===== src/rtl/pc_next_pkg.sv =====
package pc_next_pkg;
  typedef enum logic [1:0] {
    SRC_SEQ = 2'd0,
    SRC_REL = 2'd1,
    SRC_ABS = 2'd2,
    SRC_RET = 2'd3
  } pc_src_e;
endpackage


===== src/rtl/pc_src_arb.sv =====
module pc_src_arb
  import pc_next_pkg::*;
(
  input  logic    ret_i,
  input  logic    abs_i,
  input  logic    rel_i,
  output pc_src_e src_o
);
  // fixed priority: return > absolute > relative > sequential
  always_comb begin
    if (ret_i)      src_o = SRC_RET;
    else if (abs_i) src_o = SRC_ABS;
    else if (rel_i) src_o = SRC_REL;
    else            src_o = SRC_SEQ;
  end
endmodule


===== src/rtl/pc_adder.sv =====
module pc_adder #(
  parameter int PC_W  = 10,
  parameter int OFS_W = 12
) (
  input  logic [PC_W-1:0]  pc_i,
  input  logic [OFS_W-1:0] ofs_i,
  output logic [PC_W-1:0]  inc_o,
  output logic [PC_W-1:0]  rel_o
);
  localparam logic [PC_W-1:0] ONE = PC_W'(1);

  logic [PC_W-1:0] ofs_n;

  // bring offset to PC width; modulo arithmetic makes truncation exact
  generate
    if (OFS_W >= PC_W) begin : g_trunc
      assign ofs_n = ofs_i[PC_W-1:0];
      if (OFS_W > PC_W) begin : g_unused
        logic unused_ofs_hi;
        assign unused_ofs_hi = ^ofs_i[OFS_W-1:PC_W];
      end
    end else begin : g_sext
      assign ofs_n = {{(PC_W-OFS_W){ofs_i[OFS_W-1]}}, ofs_i};
    end
  endgenerate

  assign inc_o = pc_i + ONE;
  assign rel_o = inc_o + ofs_n;
endmodule


===== src/rtl/cst_addr_gen.sv =====
module cst_addr_gen #(
  parameter int PC_W = 10,
  parameter int Z_W  = 16
) (
  input  logic [Z_W-1:0]  z_i,
  output logic [PC_W-1:0] word_o,
  output logic            hi_o
);
  localparam int WBITS = Z_W - 1;

  assign hi_o = z_i[0];

  generate
    if (WBITS >= PC_W) begin : g_cut
      assign word_o = z_i[PC_W:1];
      if (WBITS > PC_W) begin : g_unused
        logic unused_z_hi;
        assign unused_z_hi = ^z_i[Z_W-1:PC_W+1];
      end
    end else begin : g_pad
      assign word_o = {{(PC_W-WBITS){1'b0}}, z_i[Z_W-1:1]};
    end
  endgenerate
endmodule


===== src/rtl/pc_next_unit.sv =====
module pc_next_unit
  import pc_next_pkg::*;
#(
  parameter int              PC_W    = 10,
  parameter int              OFS_W   = 12,
  parameter int              Z_W     = 16,
  parameter logic [PC_W-1:0] RST_VEC = '0
) (
  input  logic             clk_i,
  input  logic             rst_ni,
  input  logic             adv_i,
  input  logic             ret_i,
  input  logic [PC_W-1:0]  ret_addr_i,
  input  logic             abs_i,
  input  logic [PC_W-1:0]  abs_addr_i,
  input  logic             rel_i,
  input  logic [OFS_W-1:0] rel_ofs_i,
  input  logic [Z_W-1:0]   z_i,
  output logic [PC_W-1:0]  pc_o,
  output logic [PC_W-1:0]  push_addr_o,
  output logic [PC_W-1:0]  cst_word_o,
  output logic             cst_hi_o
);
  pc_src_e         src;
  logic [PC_W-1:0] pc_q, pc_d, inc, rel_tgt;

  pc_src_arb u_arb (
    .ret_i (ret_i),
    .abs_i (abs_i),
    .rel_i (rel_i),
    .src_o (src)
  );

  pc_adder #(.PC_W(PC_W), .OFS_W(OFS_W)) u_add (
    .pc_i  (pc_q),
    .ofs_i (rel_ofs_i),
    .inc_o (inc),
    .rel_o (rel_tgt)
  );

  cst_addr_gen #(.PC_W(PC_W), .Z_W(Z_W)) u_cst (
    .z_i    (z_i),
    .word_o (cst_word_o),
    .hi_o   (cst_hi_o)
  );

  always_comb begin
    unique case (src)
      SRC_RET: pc_d = ret_addr_i;
      SRC_ABS: pc_d = abs_addr_i;
      SRC_REL: pc_d = rel_tgt;
      default: pc_d = inc;
    endcase
  end

  always_ff @(posedge clk_i or negedge rst_ni) begin
    if (!rst_ni)    pc_q <= RST_VEC;
    else if (adv_i) pc_q <= pc_d;
  end

  assign pc_o        = pc_q;
  assign push_addr_o = inc;
endmodule


===== config.mk =====
export PLATFORM = sky130hd
export DESIGN_NAME = pc_next_unit
export DESIGN_NICKNAME = d
export VERILOG_FILES = /design/src/rtl/pc_next_pkg.sv /design/src/rtl/pc_src_arb.sv /design/src/rtl/pc_adder.sv /design/src/rtl/cst_addr_gen.sv /design/src/rtl/pc_next_unit.sv
export SDC_FILE = /design/constraint.sdc
export NUM_CORES = 1
export LEC_CHECK = 0
export ABC_CLOCK_PERIOD_IN_PS = 2600
export BUFFER_PORTS_ARGS = -buffer_cell sky130_fd_sc_hd__buf_4
export CORE_ASPECT_RATIO = 1.25
export CORE_MARGIN = 2
export CORE_UTILIZATION = 43
export DETAILED_ROUTE_END_ITERATION = 7
export PLACE_DENSITY = 0.8
export SYNTH_ARGS = -nofsm -noshare
export SYNTH_HDL_FRONTEND = slang
export SYNTH_SLANG_ARGS = --single-unit

===== constraint.sdc =====
create_clock -name clk_i -period 2.6 [get_ports clk_i]
set_input_delay 0.39 -clock clk_i [delete_from_list [all_inputs] [get_ports clk_i]]
set_output_delay 0.39 -clock clk_i [all_outputs]
set_load 0.05 [all_outputs]

=== Word level (Yosys, flattened, before mapping) ===
Index checks and enable logic that the tools add are counted.

* Register bits after elaboration: 10
* Output and inout bits: 31
* Input bits: 54

* Multiplexer cells: 4
* Add/subtract/negate cells: 2
* Equality and inequality tests: 3

{| class="wikitable"
|+ Operators by type and width
! operator !! count
|-
| $pmux W10 S3 || 1
|-
| $add A10 B1 Y10 const B || 1
|-
| $add A10 B10 Y10 || 1
|-
| $eq A2 B2 Y1 const B || 2
|-
| $mux W2 || 2
|-
| $eq A2 B1 Y1 const B || 1
|-
| $mux W1 || 1
|}

=== Longest topological paths before layout ===
* Word-level depth: 5
* Gate-level depth with buffers: 12

=== By module ===
From an unflattened synthesis, not the netlist that was laid out.

* Cells, all modules: 141
* Area total of the unflattened synthesis: 1263.7 sq um

{| class="wikitable"
|+ By module, submodules not included
! module !! area an instance (sq um) !! cells an instance !! times used
|-
| pc_next_unit || 645.6 || 56 || 1
|-
| pc_adder || 518.0 || 71 || 1
|-
| cst_addr_gen || 82.6 || 11 || 1
|-
| pc_src_arb || 17.5 || 3 || 1
|}

=== Worst setup path after synthesis ===
OpenSTA, ideal clock, no wires.

* Path kind: reg-to-reg
* Start: register pc_q[0], in the netlist pc_o[0]
* End: register pc_q[7], in the netlist pc_o[7]
* Slack: -0.916 ns
* Path buffers: 0
* Period minus slack after synthesis: 3.516 ns
* Library setup time: 0.082 ns
* Data arrival time: 3.434 ns
* Cell stages (with the launch flop): 11
* Cell sequence: dfrtp_1 ha_1 nand3_1 nor2_1 nand2_1 xnor2_1 ha_1 a21o_1 a31oi_1 mux2_1 a31oi_1

* Word-level cells in the longest chain between the ends: 3

{| class="wikitable"
|+ RTL lines
! what !! RTL line !! source
|-
| start, declared || pc_next_unit.sv:25 || <nowiki>logic [PC_W-1:0] pc_q, pc_d, inc, rel_tgt;</nowiki>
|-
| start signal, assigned || pc_next_unit.sv:58 || <nowiki>else if (adv_i) pc_q <= pc_d;</nowiki>
|-
| $add A10 B1 Y10 || pc_adder.sv:27 || <nowiki>assign inc_o = pc_i + ONE;</nowiki>
|-
| net push_addr_o[6] || pc_next_unit.sv:20 || <nowiki>output logic [PC_W-1:0] push_addr_o,</nowiki>
|-
| $add A10 B10 Y10 || pc_adder.sv:28 || <nowiki>assign rel_o = inc_o + ofs_n;</nowiki>
|-
| $pmux W10 S3 || pc_next_unit.sv:48 || <nowiki>unique case (src)</nowiki>
|}

The timed path passes the listed nets, and every way through them passes these cells.
A chain may end at the register's enable or synchronous reset.

=== Final worst setup path ===
* Start: register pc_q[0], in the netlist pc_o[0]
* End: register pc_q[7], in the netlist pc_o[7]

* Word-level cells in the longest chain between the ends: 3

{| class="wikitable"
|+ RTL lines
! what !! RTL line
|-
| $add A10 B1 Y10 (*) || pc_adder.sv:27
|-
| $add A10 B10 Y10 || pc_adder.sv:28
|-
| $pmux W10 S3 (*) || pc_next_unit.sv:48
|}

Every way passes the cells marked *; elsewhere a longest branch is shown, timed or not.

==> reports/metrics.yaml <==
sta:
  finalSetupViolations: 0
  layout_setup_ws_ns: 0.112
  period_needed_ns: 2.49
  fin_skew_ns: 0.000897
  holdWs_ns: 0.386
  finalHoldViolations: 0
  fmax_mhz: 402
  rsz0062_at_grt: "no"
  fin_crit_sh_pct: 95.7
  tightest_slew_ns: 0.519
  maxSlewHeadroom_pct: 65.2
  drv_slew: 0
  fin_setup_tns_ns: 0
place:
  port_buffers: 55
  globalplace.congestion: 0.853
  dp_cells: 253
  dp_slack_ns: 0.112
  placed_cell_area_mm2: 0.00193
  place_hpwl_um: 3250
clocking:
  cts_buffer_depth: 2
  numCtsBuffers: 3
  cts_max_level: 1
  worst_skew_pair.late_latency_ns: 0.27
  cts_root_buf: "clkbuf_4"
  cts_tree: "built"
  clkTransAtPathRegs_ns: 0.07
  cts_sinks: 10
final_layout:
  drive_gt1_share_pct: 40.8
  layout.cells.non_filler: 259
  area.growth.synth_to_final_pct: 44.2
  largest_reg_flops: 10
  final_core_util_pct: 66.1
  fin_nets: 290
  antennaDiodeCount: 0
  final_cell_mix: "buf_4 (56), nand2_1 (20), a21oi_1 (16), o21ai_0 (12), inv_1 (11)"
  layout.cells.most_common: "buf_4"
  design_area_mm2: 0.00198
routing:
  via_count: 1488
  wl_per_cell_um: 15.6
  drc: 0
  routed_via_density: 5.75
  drtIter0Drc: 16
  drt-total-wl_um: 4040
  ant_nets: 0
  firstDrtPassIters: 5
global_routing:
  grt_max_degree: 24
  grt_pass1_wl_um: 6340
  antenna_found_initial: 0
  grt.overflow.total: 0
  grt_util_all_layers_pct: 23.7
  first_global_vias: 1475
worst_setup_path:
  crit_slowest_cell: "dfrtp_2"
  reg2reg_slack_ns: 0.11
  cp.arrival_ns: 2.67
  worstSetupStartpointType: "flip-flop"
  worstPathMaxFanout: 6
  end_kind: "flip-flop"
  crit_type: "flip-flop to flip-flop"
  crit_top_cell: "a31oi_1"
  cpPeakStageDelay_ns: 0.43
  worstPathRequired_ns: 2.78
  crit_chain: "nand3_2 -> xnor2_4 -> ha_1 -> a21o_1 -> a21oi_1 -> o21ai_1 -> a31oi_1 -> mux2_1 -> a31oi_1"
synth:
  yosys.cell_types.count: 47
  synth.net_count: 248
  ys_seq_area_share_pct: 18.2
  syn_area_mm2: 0.00138
  ys_seq_elements: 10
  synth_flop_cell: "dfrtp_1"
  syn-mean-instance-area_um2: 7.56
  synthArstFlopShare_pct: 100
  synth-edff-count: 0
  synth_cells: 182
  yosys_warnings: 0
die:
  rows: 22
  io_pins: 85
  fp.dieArea_mm2: 0.00367
  initial_core_util_pct: 45.8
  die_w_um: 54.6
  fp.dieH_um: 67.2
  coreArea_mm2: 0.00300
power:
  p_int_mw: 0.560
  ir_drop_mv: 0.455
  p_switching_mw: 0.541
  clock_power_share_pct: 13.2
  cellPowerDensity_mw_per_mm2: 555
  leakagePower_nw: 0.855
  combPwrFrac_pct: 65.1
  pwr-share-seq_pct: 21.8
  p_sw_share_pct: 49.1
  power_mw: 1.10
job:
  maxCapViolCount: 0
status:
  status: "complete, no violations"
min_path:
  hold_class: "primary input to flip-flop"
==> cells in the mapped netlist, drive strengths merged (3+ instances only) <==
cell type  count  area, µm²
o21a           3       22.5
o21ai         13       65.1
clkbuf         7       26.3
ha            11        138
nand3          8       40.0
nor2          10       37.5
dfrtp         10        250
xor2           6       52.6
a31oi          6       37.5
xnor2          8       88.8
o22ai          5       37.5
buf           13       97.6
nand2         22       85.1
a21o           3       22.5
inv           11       41.3
nor2b          3       18.8
a21oi         17       85.1
==> kinds of logic after synthesis <==
logic type | share of synthesized area [%]
AND/OR/NAND/NOR | 20.2
multiplexers | 0.819
flip-flops | 18.2
buffers and inverters | 12.0
adder cells (fa/ha/maj) | 11.5
XOR/XNOR | 10.3
AO/OA/AOI/OAI | 27.0
==> what timing repair did <==
action | 4_1_cts | 5_1_grt
hold endpoints to repair | 10 | 0
endpoints found under the setup margin | 0 | 1
resized for setup | 0 | 0
buffers inserted | 0 | 1
hold buffers | 1 | 0
==> power by group through the flow <==
stage                     registers (mW)  logic (mW)  clock network [mW]
final                              0.240       0.716               0.145
after global routing               0.244       0.768               0.157
after CTS                          0.244       0.710               0.147
after detailed placement           0.247       0.705                   0
after global placement             0.244       0.686                   0
after floorplan                    0.311       0.488                   0
==> per-layer routing <==
layer | share of wire, % | GRT usage, % | up-vias
met1 | 39 | 25.9 | 681
met3 | 5.7 | 4.42 | 14
met4 | 2.6 | 7.81 | 0
li1 | - | - | 722
met5 | 0 | 0 | -
met2 | 53 | 43.9 | 71
==> worst paths after layout <==
path / depth (start not counted) / startpoint / endpoint
worst max register to register: 9 / pc_o[0] / pc_o[7]
max in group asynchronous: 2 / rst_ni / pc_o[2]
worst max-delay path: 9 / pc_o[0] / pc_o[7]
min in group asynchronous: 2 / rst_ni / pc_o[8]
worst min-delay path: 3 / ret_addr_i[4] / pc_o[4]
worst min register to register: 2 / pc_o[1] / pc_o[1]
==> worst max-delay path, delay by kind of cell (launching register included) <==
| family | cells | cell delay (ns) |
|---|---|---|
| DFF | 1 | 0.43 |
| muxes | 1 | 0.35 |
| xor gates and xnor gates | 1 | 0.22 |
| adders and majority gates | 1 | 0.31 |
| AOI/OAI and AO/OA | 5 | 0.94 |
| and+or+nand+nor | 1 | 0.14 |
==> layout make-up <==
class,instances,area [µm²]
timing repair buffer,57,430
multi-input combinational,141,1170
inverter,11,41.3
tap,36,45.0
sequential,10,259
clock buffer,4,36.3
fill,253,1020
Note: power is estimated with default switching activity, not from simulation.
